`src/rtl/opstack_pkg.sv`:
```
package opstack_pkg;
  typedef enum logic [1:0] {
    OP_NONE = 2'b00,
    OP_PUSH = 2'b01,
    OP_POP  = 2'b10,
    OP_ADD  = 2'b11
  } op_e;

  typedef enum logic [1:0] {
    ST_IDLE = 2'b00,
    ST_POP  = 2'b01,
    ST_ADD1 = 2'b10,
    ST_ADD2 = 2'b11
  } st_e;
endpackage

```
`src/rtl/opstack_ram.sv`:
```
module opstack_ram #(
  parameter int DW    = 8,
  parameter int DEPTH = 8,
  localparam int AW   = (DEPTH > 1) ? $clog2(DEPTH) : 1
) (
  input  logic          clk,
  input  logic          rst_n,
  input  logic          en,
  input  logic          we,
  input  logic [AW-1:0] addr,
  input  logic [DW-1:0] wdata,
  output logic [DW-1:0] rdata
);
  logic [DW-1:0] mem [DEPTH];

  always_ff @(posedge clk) begin
    if (en) begin
      if (we) mem[addr] <= wdata;
      else    rdata     <= mem[addr];
    end
  end

  AST_WRITE_NEEDS_ENABLE: assert property (@(posedge clk) disable iff (!rst_n)
    we |-> en);
endmodule

```
`src/rtl/opstack_ptr.sv`:
```
module opstack_ptr #(
  parameter int DEPTH = 8,
  localparam int CW   = $clog2(DEPTH + 1)
) (
  input  logic          clk,
  input  logic          rst_n,
  input  logic          inc,
  input  logic          dec,
  output logic [CW-1:0] sp,
  output logic          empty,
  output logic          full,
  output logic          two_plus
);
  localparam logic [CW-1:0] LIMIT = CW'(DEPTH);
  localparam logic [CW-1:0] TWO   = CW'(2);

  always_ff @(posedge clk or negedge rst_n) begin
    if (!rst_n)   sp <= '0;
    else if (inc) sp <= sp + CW'(1);
    else if (dec) sp <= sp - CW'(1);
  end

  assign empty    = (sp == '0);
  assign full     = (sp == LIMIT);
  assign two_plus = (sp >= TWO);

  AST_SP_IN_RANGE: assert property (@(posedge clk) disable iff (!rst_n)
    sp <= LIMIT);
  AST_SP_ONE_STEP: assert property (@(posedge clk) disable iff (!rst_n)
    (sp != $past(sp)) |-> ((sp == $past(sp) + CW'(1)) || (sp == $past(sp) - CW'(1))));
endmodule

```
`src/rtl/opstack_seq.sv`:
```
module opstack_seq
  import opstack_pkg::*;
#(
  parameter int DW    = 8,
  parameter int DEPTH = 8,
  localparam int AW   = (DEPTH > 1) ? $clog2(DEPTH) : 1,
  localparam int CW   = $clog2(DEPTH + 1)
) (
  input  logic          clk,
  input  logic          rst_n,
  input  logic          cmd_valid,
  input  logic [1:0]    cmd_op,
  input  logic [DW-1:0] cmd_wdata,
  input  logic [CW-1:0] sp,
  input  logic          empty,
  input  logic          full,
  input  logic          two_plus,
  input  logic [DW-1:0] ram_rdata,
  output logic          cmd_ready,
  output logic          busy,
  output logic          done,
  output logic          err,
  output logic [DW-1:0] rd_data,
  output logic          carry,
  output logic          ram_en,
  output logic          ram_we,
  output logic [AW-1:0] ram_addr,
  output logic [DW-1:0] ram_wdata,
  output logic          sp_inc,
  output logic          sp_dec
);
  st_e           state, state_n;
  op_e           op;
  logic [DW-1:0] opa;
  logic [DW:0]   sum;
  logic [CW-1:0] spm1, spm2;
  logic          reject, fire;

  assign op        = op_e'(cmd_op);
  assign spm1      = sp - CW'(1);
  assign spm2      = sp - CW'(2);
  assign sum       = {1'b0, opa} + {1'b0, ram_rdata};
  assign cmd_ready = (state == ST_IDLE);
  assign busy      = (state != ST_IDLE);
  assign fire      = cmd_valid && cmd_ready;

  always_comb begin
    unique case (op)
      OP_PUSH: reject = full;
      OP_POP:  reject = empty;
      OP_ADD:  reject = !two_plus;
      default: reject = 1'b1;
    endcase
  end

  always_comb begin
    state_n   = state;
    ram_en    = 1'b0;
    ram_we    = 1'b0;
    ram_addr  = '0;
    ram_wdata = sum[DW-1:0];
    sp_inc    = 1'b0;
    sp_dec    = 1'b0;
    unique case (state)
      ST_IDLE: if (fire && !reject) begin
        unique case (op)
          OP_PUSH: begin
            ram_en    = 1'b1;
            ram_we    = 1'b1;
            ram_addr  = sp[AW-1:0];
            ram_wdata = cmd_wdata;
            sp_inc    = 1'b1;
          end
          OP_POP: begin
            ram_en   = 1'b1;
            ram_addr = spm1[AW-1:0];
            sp_dec   = 1'b1;
            state_n  = ST_POP;
          end
          OP_ADD: begin
            ram_en   = 1'b1;
            ram_addr = spm1[AW-1:0];
            state_n  = ST_ADD1;
          end
          default: ;
        endcase
      end
      ST_POP: state_n = ST_IDLE;
      ST_ADD1: begin
        ram_en   = 1'b1;
        ram_addr = spm2[AW-1:0];
        state_n  = ST_ADD2;
      end
      ST_ADD2: begin
        ram_en   = 1'b1;
        ram_we   = 1'b1;
        ram_addr = spm2[AW-1:0];
        sp_dec   = 1'b1;
        state_n  = ST_IDLE;
      end
      default: state_n = ST_IDLE;
    endcase
  end

  always_ff @(posedge clk or negedge rst_n) begin
    if (!rst_n) begin
      state   <= ST_IDLE;
      done    <= 1'b0;
      err     <= 1'b0;
      rd_data <= '0;
      carry   <= 1'b0;
      opa     <= '0;
    end else begin
      state <= state_n;
      done  <= 1'b0;
      err   <= 1'b0;
      unique case (state)
        ST_IDLE: if (fire) begin
          if (reject) begin
            done <= 1'b1;
            err  <= 1'b1;
          end else if (op == OP_PUSH) begin
            done <= 1'b1;
          end
        end
        ST_POP: begin
          done    <= 1'b1;
          rd_data <= ram_rdata;
        end
        ST_ADD1: opa <= ram_rdata;
        ST_ADD2: begin
          done    <= 1'b1;
          rd_data <= sum[DW-1:0];
          carry   <= sum[DW];
        end
        default: ;
      endcase
    end
  end

  AST_FULL_PUSH_REJECTED: assert property (@(posedge clk) disable iff (!rst_n)
    (cmd_valid && cmd_ready && cmd_op == OP_PUSH && full) |=> (err && done));
  AST_ADD_HOLDS_BUSY: assert property (@(posedge clk) disable iff (!rst_n)
    (cmd_valid && cmd_ready && cmd_op == OP_ADD && two_plus) |=> (busy && !done));
  AST_ERR_WITH_DONE: assert property (@(posedge clk) disable iff (!rst_n)
    err |-> done);
endmodule

```
`src/rtl/opstack_unit.sv`:
```
module opstack_unit #(
  parameter int DW    = 8,
  parameter int DEPTH = 8
) (
  input  logic          clk,
  input  logic          rst_n,
  input  logic          cmd_valid,
  output logic          cmd_ready,
  input  logic [1:0]    cmd_op,
  input  logic [DW-1:0] cmd_wdata,
  output logic          done,
  output logic          err,
  output logic [DW-1:0] rd_data,
  output logic          carry,
  output logic          busy,
  output logic          empty,
  output logic          full
);
  localparam int AW = (DEPTH > 1) ? $clog2(DEPTH) : 1;
  localparam int CW = $clog2(DEPTH + 1);

  logic [CW-1:0] sp;
  logic          two_plus, sp_inc, sp_dec;
  logic          ram_en, ram_we;
  logic [AW-1:0] ram_addr;
  logic [DW-1:0] ram_wdata, ram_rdata;

  opstack_ptr #(.DEPTH(DEPTH)) i_ptr (
    .clk(clk), .rst_n(rst_n), .inc(sp_inc), .dec(sp_dec),
    .sp(sp), .empty(empty), .full(full), .two_plus(two_plus)
  );

  opstack_ram #(.DW(DW), .DEPTH(DEPTH)) i_ram (
    .clk(clk), .rst_n(rst_n), .en(ram_en), .we(ram_we),
    .addr(ram_addr), .wdata(ram_wdata), .rdata(ram_rdata)
  );

  opstack_seq #(.DW(DW), .DEPTH(DEPTH)) i_seq (
    .clk(clk), .rst_n(rst_n), .cmd_valid(cmd_valid), .cmd_op(cmd_op),
    .cmd_wdata(cmd_wdata), .sp(sp), .empty(empty), .full(full),
    .two_plus(two_plus), .ram_rdata(ram_rdata), .cmd_ready(cmd_ready),
    .busy(busy), .done(done), .err(err), .rd_data(rd_data), .carry(carry),
    .ram_en(ram_en), .ram_we(ram_we), .ram_addr(ram_addr),
    .ram_wdata(ram_wdata), .sp_inc(sp_inc), .sp_dec(sp_dec)
  );
endmodule

```
`config.mk`:
```
export PLATFORM = sky130hd
export DESIGN_NAME = opstack_unit
export DESIGN_NICKNAME = d
export VERILOG_FILES = /design/src/rtl/opstack_pkg.sv /design/src/rtl/opstack_ram.sv /design/src/rtl/opstack_ptr.sv /design/src/rtl/opstack_seq.sv /design/src/rtl/opstack_unit.sv
export SDC_FILE = /design/constraint.sdc
export NUM_CORES = 1
export LEC_CHECK = 0
export BUFFER_PORTS_ARGS = -buffer_cell sky130_fd_sc_hd__buf_2
export CAP_MARGIN = 20
export CORE_MARGIN = 2
export CORE_UTILIZATION = 30
export DETAILED_ROUTE_END_ITERATION = 10
export SLEW_MARGIN = 20
export SYNTH_ARGS = -nofsm -noshare
export SYNTH_HDL_FRONTEND = slang
export SYNTH_HIERARCHICAL = 1
export SYNTH_SLANG_ARGS = --single-unit
```
`constraint.sdc`:
```
create_clock -name clk -period 3.4 [get_ports clk]
set_input_delay 0.34 -clock clk [delete_from_list [all_inputs] [get_ports clk]]
set_output_delay 0.34 -clock clk [all_outputs]
set_load 0.02 [all_outputs]
```
-- After elaboration in Yosys (flattened, before gate mapping)
Memories as Yosys holds them, arrays and structs flattened. A register that Yosys moved wholly into a read port is not among the register bits.
Cells that the tools add are included.
Widths: inputs -> output; s select.
- flip-flop bits (word level): 25
- memory bits (writable): 64
- bits of input ports: 13
- word-level logic and storage cells: 70
- bits in read-only memories: 0
- latch bits: 0
- memories kept: 1
- output and inout bits: 15
- memories (name ; words ; width ; rd ports ; clocked after memory_dff ; wr ports ; RTL line ; text):
    i_ram.mem ; 8 ; 8 ; 1 ; 1 ; 1 ; opstack_ram.sv:14 ; logic [DW-1:0] mem [DEPTH];
- $lt $le $gt $ge: 1
- bitwise logic cells: 1
- mux-type cells: 32
- reductions and logical operators: 15
- equality and inequality tests: 9
- $add $sub $neg: 4
- div/mod/pow operators: 0
- shifts and indexed selects: 0
- multipliers: 0
- operators with widths (kind ; count):
    $mux 8 ; 3
    $pmux 8 s2 ; 1
    $mux 1 ; 15
    $pmux 3 s2 ; 2
    $add 8x8->9 ; 1
    $eq 2x2->1 const B ; 4
    $mux 4 ; 2
    $pmux 1 s2 ; 4
    $pmux 2 s3 ; 1
    $reduce_bool 2->1 ; 3
    $reduce_or 2->1 ; 3
    $add 4x1->4 const B ; 1
    $eq 2x1->1 const B ; 2
    $eq 4x4->1 const B ; 1
    $ge 4x2->1 const B ; 1
    $logic_not 4->1 ; 1
    $pmux 2 s2 ; 1
    $reduce_and 2->1 ; 2
    $sub 4x1->4 const B ; 1
    $mux 3 ; 1
    $ne 3x3->1 const B ; 1
    $pmux 1 s3 ; 1
    $reduce_or 3->1 ; 1
    $sub 3x2->3 const B ; 1
    other kinds (6) ; 8

-- Logic depth before layout (Yosys ltp)
- depth after elaboration: 10
- depth in mapped cells: 13
- gate-level depth less buffers: 10

-- Modules after synthesis
The synthesis kept the hierarchy.
- by module, submodules not included (module ; area each (um^2) ; instances ; sequential area each (um^2) ; cells each):
    opstack_ram ; 2786.4 ; 1 ; 2162.1 ; 124
    opstack_seq ; 1530.2 ; 1 ; 525.5 ; 159
    opstack_ptr ; 272.8 ; 1 ; 100.1 ; 25

-- Worst setup path before layout
OpenSTA, ideal clock, no wires.
- kind: register to register
- start point: reg i_ptr.sp[0]
- end point: mem i_ram.mem[0][0] (enable)
- arrival: 3.053 ns
- path buffers: 4
- period minus slack after synthesis: 3.436 ns
- setup time: 0.383 ns
- slack: -0.036 ns
- cell stages (with the launch flop): 11
- data required time: 3.017 ns
- cells stage by stage: dfrtp_1 nor4_1 or3b_1 buf_2 nor2_4 buf_6 a21oi_1 a21oi_1 clkbuf_1 clkbuf_1 nor3_1
- elaborated cells on any way between the ends: 19
- classes of those cells: add/sub: 2; order compare: 1; eq/ne: 1; mux: 11; reduce/logical: 4
- RTL lines (element ; RTL line ; text):
    start, declared ; opstack_ptr.sv:9 ; output logic [CW-1:0] sp,
    start signal, assigned ; opstack_ptr.sv:19 ; else if (inc) sp <= sp + CW'(1);
    start signal, assigned ; opstack_ptr.sv:20 ; else if (dec) sp <= sp - CW'(1);
    $eq 4x4->1 ; opstack_ptr.sv:24 ; assign full = (sp == LIMIT);
    net full ; opstack_unit.sv:17 ; output logic full
    $pmux 1 s3 ; opstack_seq.sv:48 ; unique case (op)
    $logic_not 1->1 ; opstack_seq.sv:65 ; ST_IDLE: if (fire && !reject) begin
    $logic_and 1x1->1 ; opstack_seq.sv:65 ;
    $mux 3 ; opstack_seq.sv:65 ;
    $pmux 3 s2 ; opstack_seq.sv:64 ; unique case (state)
    net ram_addr[1] ; opstack_unit.sv:25 ; logic [AW-1:0] ram_addr;
    end, declared ; opstack_ram.sv:14 ;
The timed path passes the listed nets, and every way through them passes these cells.

-- Worst setup path in the final report
- start point: reg i_ptr.sp[0]
- end point: mem i_ram.mem[4][5] (enable)
- elaborated cells on any way between the ends: 19
- classes of those cells: add/sub: 2; order compare: 1; eq/ne: 1; mux: 11; reduce/logical: 4
- RTL lines (element ; RTL line ; text):
    $ge 4x2->1 ; opstack_ptr.sv:25 ; assign two_plus = (sp >= TWO);
    $logic_not 1->1 ; opstack_seq.sv:51 ; OP_ADD: reject = !two_plus;
    $pmux 1 s3 ; opstack_seq.sv:48 ;
    $logic_not 1->1 ; opstack_seq.sv:65 ;
    $logic_and 1x1->1 ; opstack_seq.sv:65 ;
    $mux 3 ; opstack_seq.sv:65 ;
    $pmux 3 s2 * ; opstack_seq.sv:64 ;
    net ram_addr[2] ; opstack_unit.sv:25 ;
The timed path passes the listed nets; every way through them passes the cells marked *.

==> results.txt <==
----------------------------------------------------
[Synth]
  Number of flops mapped to enable cells by yosys ... between 70 and 80
  Top cell type's share of synthesized area ... about 47%
  Post-synth cell types ... 48
  Dominant cells by area after synthesis ... edfxtp_1 (47%), dfrtp_1 (14%), mux4_1 (5.7%)
  Mapped Nets ... about 340
  Post-synth design cell area ... roughly 4600 sq um
  Post-Synthesis Cells ... ~310
  Synth warnings ... 6
  Synth Register Bits ... between 90 and 100
  Sequential share of the synthesized area ... 60.74%
  Share of synthesized flip-flops with an asynchronous set or reset ... 25.77%
  Synthesized area divided by synthesized cell count ... ~15 sq um
  Cell type contributing the most total cell area after synthesis ... edfxtp_1
  Top flip-flop cell by instance count after synthesis ... edfxtp_1

[Clock tree]
  Number of post-CTS setup repair buffers ... 0
  Clk sink count ... 97
  Cts hold-fix bufs ... 0
  Clock slew at reported path FFs ... ~70 ps
  Root buffer cell ... clkbuf_16
  CTS H-Tree Depth ... 3
  TritonCTS clock tree ... yes
  Number of buffers on the longest clock path ... 2
  Number of buffers created by CTS ... 9
  Clock latency on the worst-skew pair ... ~340 ps
  # resized after CTS ... 0

[Drt]
  DR vias/cell ... 4.886
  DR DRC count ... 0
  DR WL/cell ... between 15 and 20 um
  Initial detailed-routing violation count ... roughly 230
  First-pass iteration count of the detailed router ... 5
  Post-DRT Antenna Nets ... 0
  Total Routed Length ... 9396 um
  Via total after detailed routing ... approximately 2700

[Critical path]
  Cell-by-cell trace of the critical path ... nor4_2 -> or3b_1 -> a221o_1 -> a311oi_2 -> buf_12 -> nand3_1 -> nor3_1 -> buf_4
  Destination of the critical timing path ... i_ram/mem[4][5]$_DFFE_PP_
  Launch point of the critical path ... i_ptr/sp[0]$_DFFE_PN0P_
  Startpoint type of the worst setup path ... register
  CP max stage cell ... dfrtp_1
  CP Class ... register to register
  Maximum fanout along the worst path ... 20
  Capture instance of the worst register-to-register path ... i_ram/mem[4][5]$_DFFE_PP_
  Crit Reg-Reg Startpoint ... i_ptr/sp[0]$_DFFE_PN0P_
  Required time of the worst setup path ... 3460 ps
  Register-to-Register Setup Slack ... about 380 ps
  CP endpoint kind ... register
  Data arrival time of the worst path ... between 3000 and 4000 ps
  Slowest cell delay on critical path ... ~520 ps
  Number of cell instances on the worst register-to-register path ... 8

[Cells and area]
  Fraction of final layout cells sized beyond drive strength 1 ... ~29%
  Top library cells by usage in the layout, fill and taps aside ... edfxtp_1 (72), buf_2 (27), dfrtp_1 (25), buf_4 (25), nor2_1 (20)
  Design area ... roughly 5400 sq um
  Layout net count ... 388
  Commonest non-fill, non-tap cell in the layout ... edfxtp_1
  Area added between synthesis and finish ... 17.01%
  Antenna cells ... 0

[Global routing]
  GR Overflow Total ... 0
  Wire length of the first global-routing pass ... 14980 um
  Largest net degree at the start of global routing ... 26
  Antenna violations before repair ... 0
  Via count of the first global-routing pass ... around 2700
  All-layer global routing usage ... 12.24%

[Run]
  # Max-Cap Violations ... 0

[Timing]
  Final count of negative-setup-slack endpoints ... 0
  FMAX ... around 330 MHz
  Slew at the pin with the worst max-slew slack ... just over 800 ps
  Count of final hold-check violations ... 15
  Max Transition Viols Final ... 0
  Headroom to the max-slew limit ... 45.43%
  Setup TNS ... 0 ps
  Minimum clock period after layout ... 3016 ps
  Fin crit share ... approximately nine tenths
  Final setup slack of the worst path ... 383.7 ps
  Setup repair after global routing missed its margin ... false
  Post-route worst hold slack ... -2.559 ps
  Worst Clk Skew ... about 6.7 ps

[Outcome]
  Run status ... complete, but fails checks
  Violations in the final reports ... hold timing

[Placement]
  Area after detailed placement ... between 5000 and 6000 sq um
  Final weighted congestion of routability-driven global placement ... 0.8539
  Worst setup slack after placement ... 393.1 ps
  Number of buffers inserted by port buffering ... 27
  Detailed-placement wirelength estimate ... 6620 um

[Power]
  Total leakage power ... ~0.002 uW
  Power per unit of standard cell area ... ~1000 nW/um^2
  Max rail drop VDD ... about 0.32 mV

[Die]
  Starting density of the core ... roughly 30%
  Core region area ... around 15000 sq um
  Die area ... 16300 sq um
  Total number of placement rows ... 45
  Top-level I/O count ... 28
  Floorplan die height ... approximately 130 um
  Width of the die ... between 100 and 150 um

[Hold path]
  Hold/Removal Path Class ... primary input to asynchronous set/reset pin

----------------------------------------------------
[report_power, final]
group	leakage, uW	internal [uW]	switching (uW)
Sequential	0.000953	1930	161
Clock	0.000135	496	439
Combinational	0.000896	1110	1470
Total	0.00198	3540	2070
[sequential cells by signal, indices dropped and copies added (netlist names)]
register / count
i_ram/mem: 64
i_ram/rdata: 8
i_seq/opa: 8
i_seq/rd_data: 8
i_ptr/sp: 4
i_seq/state: 2
i_seq/carry: 1
i_seq/done: 1
i_seq/err: 1
[stage by stage]
stage	hold slack (ps)	utilization, %	power [uW]	cells
floorplan	44.41	-	3872	308
global placement	370.8	33.79	4644	535
detailed placement	380.9	33.79	4708	535
CTS	7.122	35.59	5667	551
global route	45.56	35.59	5998	551
finish	-2.559	35.59	5602	551
[Yosys cell counts (2+ instances only)]
cell and count:
nand2b_1 2, a21o_1 5, nand3_1 4, ha_1 15, nor2b_1 5, mux2_2 19, xor2_1 3, o211ai_1 3
dfrtp_1 25, nand2_1 15, nand3b_1 2, o21a_1 2, nor3_1 6, inv_1 8, a211oi_1 8, or2_2 2
a21oi_1 11, buf_6 2, xnor2_1 3, a211oi_2 2, edfxtp_1 72, nor4_1 3, mux4_2 4, o21ai_0 16
fa_1 2, nor2_1 20, buf_1 2, clkbuf_1 6, mux2i_1 11, buf_2 3, mux4_1 10
[routing by layer]
metal / up-vias / track usage [%] / share of wire [%]
met3: 11 / 2.922 / 4.5
met4: 0 / 4.913 / 1.7
met1: 1333 / 16.04 / 46
met5: - / 0 / 0
li1: 1293 / - / -
met2: 55 / 19.66 / 48
[how the worst min path moves through the flow]
stage | from | endpoint | slack (ps) | cells after the start
finish | rst_n | i_seq/rd_data[2]$_DFFE_PN0P_ | -3 | 1
global route | rst_n | i_seq/rd_data[7]$_DFFE_PN0P_ | 50 | 1
CTS | rst_n | i_ptr/sp[3]$_DFFE_PN0P_ | 7 | 1
detailed placement | rst_n | i_ptr/sp[3]$_DFFE_PN0P_ | 380 | 1
global placement | rst_n | i_ptr/sp[3]$_DFFE_PN0P_ | 370 | 1
floorplan | rst_n | i_ptr/sp[0]$_DFFE_PN0P_ | 40 | 0
[kinds of logic (layout without fill, tap and decap cells)]
logic type / count (synthesis) / in the layout / share of synthesized area, %
AO/OA/AOI/OAI: 57 / 57 / 8.670
flip-flops: 97 / 97 / 60.74
XOR/XNOR: 6 / 6 / 1.145
AND/OR/NAND/NOR: 64 / 64 / 6.843
buffers and inverters: 22 / 77 / 2.563
adder cells (fa/ha/maj): 17 / 17 / 4.962
multiplexers: 45 / 45 / 15.08
[layout make-up]
class,instances,area [sq um]
fill,1450,9719
sequential,97,2788
multi-input combinational,189,1703
timing repair buffer,53,342.8
tap,188,235.2
clock buffer,9,225.2
clock inverter,7,46.29
inverter,8,30.03
[worst max-delay path: cells and delay by family, from the launching register on]
family          cells  cell delay (ps)
flops               1              520
compound gates      2              710
buf+inv             2              430
simple gates        4             1060
Power figures use the tool's default switching activity.
